$ cat src/rtl/ptw_pkg.sv
package ptw_pkg;
  localparam int VA_W  = 32;
  localparam int OFF_W = 12;
  localparam int IDX_W = 10;
  localparam int ESZ_LOG2 = 2;

  typedef enum logic [2:0] {
    ST_IDLE,
    ST_OUTER,
    ST_INNER,
    ST_DONE,
    ST_FAULT
  } walk_st_e;
endpackage

$ cat src/rtl/ptw_entry_addr.sv
module ptw_entry_addr #(
  parameter int AW       = 32,
  parameter int IDX_W    = 10,
  parameter int ESZ_LOG2 = 2
) (
  input  logic [AW-1:0]    tbl_base,
  input  logic [IDX_W-1:0] idx,
  output logic [AW-1:0]    ent_addr
);
  logic [AW-1:0] idx_ext;

  assign idx_ext  = AW'(idx);
  assign ent_addr = tbl_base + (idx_ext << ESZ_LOG2);
endmodule

$ cat src/rtl/ptw_entry_dec.sv
module ptw_entry_dec #(
  parameter int PW    = 32,
  parameter int OFF_W = 12
) (
  input  logic [PW-1:0]       ent,
  output logic                ent_ok,
  output logic [PW-OFF_W-1:0] ent_frame
);
  logic unused_attr;

  assign ent_ok      = ent[0];
  assign ent_frame   = ent[PW-1:OFF_W];
  assign unused_attr = ^ent[OFF_W-1:1];
endmodule

$ cat src/rtl/pt_walker.sv
module pt_walker
  import ptw_pkg::*;
#(
  parameter int P_VA_W  = VA_W,
  parameter int P_OFF_W = OFF_W,
  parameter int P_IDX_W = IDX_W
) (
  input  logic              clk,
  input  logic              rst,
  input  logic [P_VA_W-1:0] pt_base,
  input  logic              req_valid,
  output logic              req_ready,
  input  logic [P_VA_W-1:0] req_vaddr,
  output logic              rsp_valid,
  input  logic              rsp_ack,
  output logic [P_VA_W-1:0] rsp_paddr,
  output logic              rsp_fault,
  output logic              mem_rd,
  output logic [P_VA_W-1:0] mem_addr,
  input  logic              mem_rvalid,
  input  logic [P_VA_W-1:0] mem_rdata
);
  localparam int FRM_W  = P_VA_W - P_OFF_W;
  localparam int OUT_LO = P_OFF_W + P_IDX_W;

  walk_st_e          state_q;
  logic [P_VA_W-1:0] vaddr_q;
  logic [P_VA_W-1:0] ag_base;
  logic [P_IDX_W-1:0] ag_idx;
  logic [P_VA_W-1:0] ag_addr;
  logic              ent_ok;
  logic [FRM_W-1:0]  ent_frame;

  assign req_ready = (state_q == ST_IDLE);

  always_comb begin
    if (state_q == ST_IDLE) begin
      ag_base = pt_base;
      ag_idx  = req_vaddr[OUT_LO +: P_IDX_W];
    end else begin
      ag_base = {ent_frame, {P_OFF_W{1'b0}}};
      ag_idx  = vaddr_q[P_OFF_W +: P_IDX_W];
    end
  end

  ptw_entry_addr #(.AW(P_VA_W), .IDX_W(P_IDX_W), .ESZ_LOG2(ESZ_LOG2)) u_addr (
    .tbl_base (ag_base),
    .idx      (ag_idx),
    .ent_addr (ag_addr)
  );

  ptw_entry_dec #(.PW(P_VA_W), .OFF_W(P_OFF_W)) u_dec (
    .ent       (mem_rdata),
    .ent_ok    (ent_ok),
    .ent_frame (ent_frame)
  );

  always_ff @(posedge clk) begin
    if (rst) begin
      state_q   <= ST_IDLE;
      vaddr_q   <= '0;
      mem_rd    <= 1'b0;
      mem_addr  <= '0;
      rsp_valid <= 1'b0;
      rsp_fault <= 1'b0;
      rsp_paddr <= '0;
    end else begin
      mem_rd <= 1'b0;
      case (state_q)
        ST_IDLE: begin
          if (req_valid) begin
            vaddr_q  <= req_vaddr;
            mem_rd   <= 1'b1;
            mem_addr <= ag_addr;
            state_q  <= ST_OUTER;
          end
        end
        ST_OUTER: begin
          if (mem_rvalid) begin
            if (ent_ok) begin
              mem_rd   <= 1'b1;
              mem_addr <= ag_addr;
              state_q  <= ST_INNER;
            end else begin
              rsp_valid <= 1'b1;
              rsp_fault <= 1'b1;
              rsp_paddr <= '0;
              state_q   <= ST_FAULT;
            end
          end
        end
        ST_INNER: begin
          if (mem_rvalid) begin
            rsp_valid <= 1'b1;
            if (ent_ok) begin
              rsp_fault <= 1'b0;
              rsp_paddr <= {ent_frame, vaddr_q[P_OFF_W-1:0]};
              state_q   <= ST_DONE;
            end else begin
              rsp_fault <= 1'b1;
              rsp_paddr <= '0;
              state_q   <= ST_FAULT;
            end
          end
        end
        ST_DONE, ST_FAULT: begin
          if (rsp_ack) begin
            rsp_valid <= 1'b0;
            state_q   <= ST_IDLE;
          end
        end
        default: state_q <= ST_IDLE;
      endcase
    end
  end


  single_rd_chk: assert property (@(posedge clk) disable iff (rst)
    mem_rd |=> !mem_rd);


  outer_fault_chk: assert property (@(posedge clk) disable iff (rst)
    (state_q == ST_OUTER && mem_rvalid && !mem_rdata[0])
    |=> (rsp_valid && rsp_fault && !mem_rd));


  offset_pass_chk: assert property (@(posedge clk) disable iff (rst)
    (state_q == ST_INNER && mem_rvalid && mem_rdata[0])
    |=> (rsp_valid && !rsp_fault && rsp_paddr[P_OFF_W-1:0] == vaddr_q[P_OFF_W-1:0]));


  rsp_hold_chk: assert property (@(posedge clk) disable iff (rst)
    (rsp_valid && !rsp_ack) |=> (rsp_valid && $stable(rsp_paddr) && $stable(rsp_fault)));


  ack_release_chk: assert property (@(posedge clk) disable iff (rst)
    (rsp_valid && rsp_ack) |=> (!rsp_valid && req_ready));


  busy_ignore_chk: assert property (@(posedge clk) disable iff (rst)
    (req_valid && !req_ready) |=> $stable(vaddr_q));
endmodule

$ cat config.mk
export PLATFORM = sky130hd
export DESIGN_NAME = pt_walker
export DESIGN_NICKNAME = d
export VERILOG_FILES = /design/src/rtl/ptw_pkg.sv /design/src/rtl/ptw_entry_addr.sv /design/src/rtl/ptw_entry_dec.sv /design/src/rtl/pt_walker.sv
export SDC_FILE = /design/constraint.sdc
export NUM_CORES = 1
export LEC_CHECK = 0
export BUFFER_PORTS_ARGS = -buffer_cell sky130_fd_sc_hd__clkbuf_2
export CAP_MARGIN = 10
export CORE_UTILIZATION = 50
export DETAILED_ROUTE_END_ITERATION = 7
export PLACE_DENSITY = 0.8
export SYNTH_ARGS = -nofsm -noshare
export SYNTH_HDL_FRONTEND = slang
export SYNTH_SLANG_ARGS = --single-unit
$ cat constraint.sdc
create_clock -name clk -period 7.9 [get_ports clk]
set_input_delay 0 -clock clk [delete_from_list [all_inputs] [get_ports clk]]
set_output_delay 0 -clock clk [all_outputs]
set_load 0.03 [all_outputs]
==> results.yml <==
floorplanning:
  die_w_um: 101
  die_h_um: 101
  coreArea_sq_um: 9370
  dieArea_sq_um: 10200
  num_rows: 35
  start_util_pct: 52.2
  pin_count: 169
synth:
  yosys.area.top_type: "dfxtp_1"
  yosysUniqueCellTypes: 62
  synthArstFlopShare_pct: 0
  avgSynthCellArea_sq_um: 7.90
  syn_inst: 619
  synth_edf_count: 0
  ys_seq_area_share_pct: 37.7
  ys_ff_latch: 92
  synth_top_area_share_pct: 37.7
  synth_nets: 731
  yosys-top-cells-area: "dfxtp_1, nand2_1, a21oi_1"
  yosys_warnings: 0
  ys.flop_type: "dfxtp_1"
  synthesis.area_sq_um: 4890
worst_hold_path:
  holdPathStages: 3
  min_to: "rsp_paddr[13]"
  hold_path_class: "input port to flip-flop"
  hold_start: "mem_rdata[13]"
placement:
  placed_cells: 872
  gp_congestion: 1.00
  placed_cell_area_sq_um: 5730
  port-buffer-count: 157
  dpl.hpwl_um: 10900
layout:
  fillCellCount: 851
  layout-drive-gt1-share_pct: 23.9
  fin_cells: 934
  layout_common_cells: "clkbuf_2, nand2_1, dfxtp_1"
  ff_latch_area_sq_um: 1840
  diodes: 0
  fin_area_sq_um: 6390
  multi_input_area_sq_um: 2870
  mostFrequentLayoutCell: "clkbuf_2"
  area_delta_synth_final_pct: 30.6
  fin_nets: 912
  finish.utilization_pct: 68.2
worst_setup_path:
  required_ps: 8170
  end_kind: "flip-flop"
  start_kind: "flip-flop"
  ff2ff_setup_slack_ps: 3090
  critical_path_arrival_ps: 5080
  r2r_start: "state_q[2]"
  critPathKind: "flip-flop to flip-flop"
  rr_worst_depth: 12
  cp_max_fo: 43
  r2r_end: "mem_addr[22]"
routing:
  ant_nets: 0
  drc_errors: 0
  vias_per_cell: 5.76
  drtIter0Drc: 320
  avgRoutedWirePerCell_um: 16.7
  first_pass_iters: 5
  vias: 5382
  wirelength_um: 15600
global_route:
  grt_pass1_vias: 5027
  grt.overflow.total: 0
  grt_max_degree: 84
  grt_pass1_wl_um: 24300
  antenna_found_initial: 0
  grt_usage_pct: 30.5
flow_run:
  cap_violations: 0
timing:
  grt_setup_unrepaired: "false"
  worstMarginPinSlew_ps: 872
  relSlewSlack_pct: 41.9
  drv_slew: 0
  fin_tns_setup_ps: 0
  fmax_mhz: 208
  skew_ps: 12.2
  finalCritPeriodShare_pct: 60.8
  finalHoldViolCount: 0
  finalSetupViolations: 0
  period_minus_slack_ps: 4810
cts:
  clk_latency_ps: 370
  cts_tree: "done"
  cts_htree_levels: 3
  cts-root-buf: "clkbuf_8"
  clkSlewWorstSetupHoldPaths_ps: 110
  clock_sinks: 92
  numCtsBuffers: 9
  clockBufferDepth: 2
power:
  power_w: 0.00167
  powerDensity_nw_per_um2: 261
  p_leak_nw: 2.76
  vdd_ir_drop_max_uv: 123
outcome:
  outcome: "complete, no violations"
==> metal layers <==
metal  part of all wire, %  global-route usage (%)  up-vias
met5                     0                       0        -
met4                   2.7                    10.9        0
met3                   6.9                    4.58       35
met2                    48                    52.3      234
met1                    42                    38.9     2523
li1                      -                       -     2590
==> final cells by class <==
type | count | share of cell area [%]
Inverter | 8 | 0.470
Clock inverter | 7 | 1.19
Timing Repair Buffer | 209 | 20.2
Multi-Input combinational cell | 480 | 44.8
Tap cell | 129 | 2.53
Sequential cell | 92 | 28.8
Clock buffer | 9 | 1.94
==> synth_stat cells, drive strengths merged (5+ instances only) <==
cell	count
o21ai	18
nand3	37
nor2	49
clkbuf	30
xnor2	11
buf	9
a21oi	48
nand2	126
a22oi	32
nor3	12
nand4	11
and3	11
a211oi	5
nand2b	5
inv	7
and2	11
mux2i	17
dfxtp	92
xor2	5
nor4	6
o211ai	6
ha	10
==> flip-flops by register name, indices dropped and copies added (netlist names) <==
register	count
vaddr_q	22
mem_rd	1
mem_addr	32
rsp_valid	1
state_q	3
rsp_fault	1
rsp_paddr	32
==> critical path, stage by stage (launching register included) <==
cell	delay [ps]
dfxtp_1	690
or3_2	220
buf_4	490
inv_2	450
and2_1	300
ha_1	200
fa_1	410
a21o_1	220
a221oi_1	610
o31a_1	470
nor3_1	150
and4_1	230
a311o_1	260
==> how the worst max path moves through the flow <==
stage | from | to | slack (ps) | depth (start not counted)
after floorplan | state_q[2] | mem_addr[22] | 3880 | 17
after global placement | state_q[2] | mem_addr[22] | 3350 | 12
after detailed placement | state_q[2] | mem_addr[22] | 3180 | 12
after CTS | state_q[2] | mem_addr[22] | 3150 | 12
after global routing | state_q[2] | mem_addr[22] | 2840 | 12
final | state_q[2] | mem_addr[22] | 3090 | 12
==> logic make-up after synthesis <==
group	Yosys count	synth area share, %
flops	92	37.7
compound gates	149	21.2
buf+inv	47	4.07
fa+ha+maj	11	2.97
mux	18	3.97
xor+xnor	16	2.87
simple gates	286	27.2
==> through the flow <==
stage               setup WS, ps  hold slack (ps)
finish                      3090             18.2
global route                2840             31.0
CTS                         3150             1.49
detailed placement          3180              229
global placement            3350              223
floorplan                   3880              112
==> power by group <==
group / switching (W) / internal (W)
combinational: 0.000502 / 0.000264
sequential: 0.0000470 / 0.000529
clock: 0.000199 / 0.000127
==> repair_timing <==
item | CTS | global route
endpoints found under the hold margin | 46 | 0
resized for setup | 0 | 0
buffers inserted | 0 | 0
hold buffers | 46 | 0
Power figures use the tool's default switching activity.
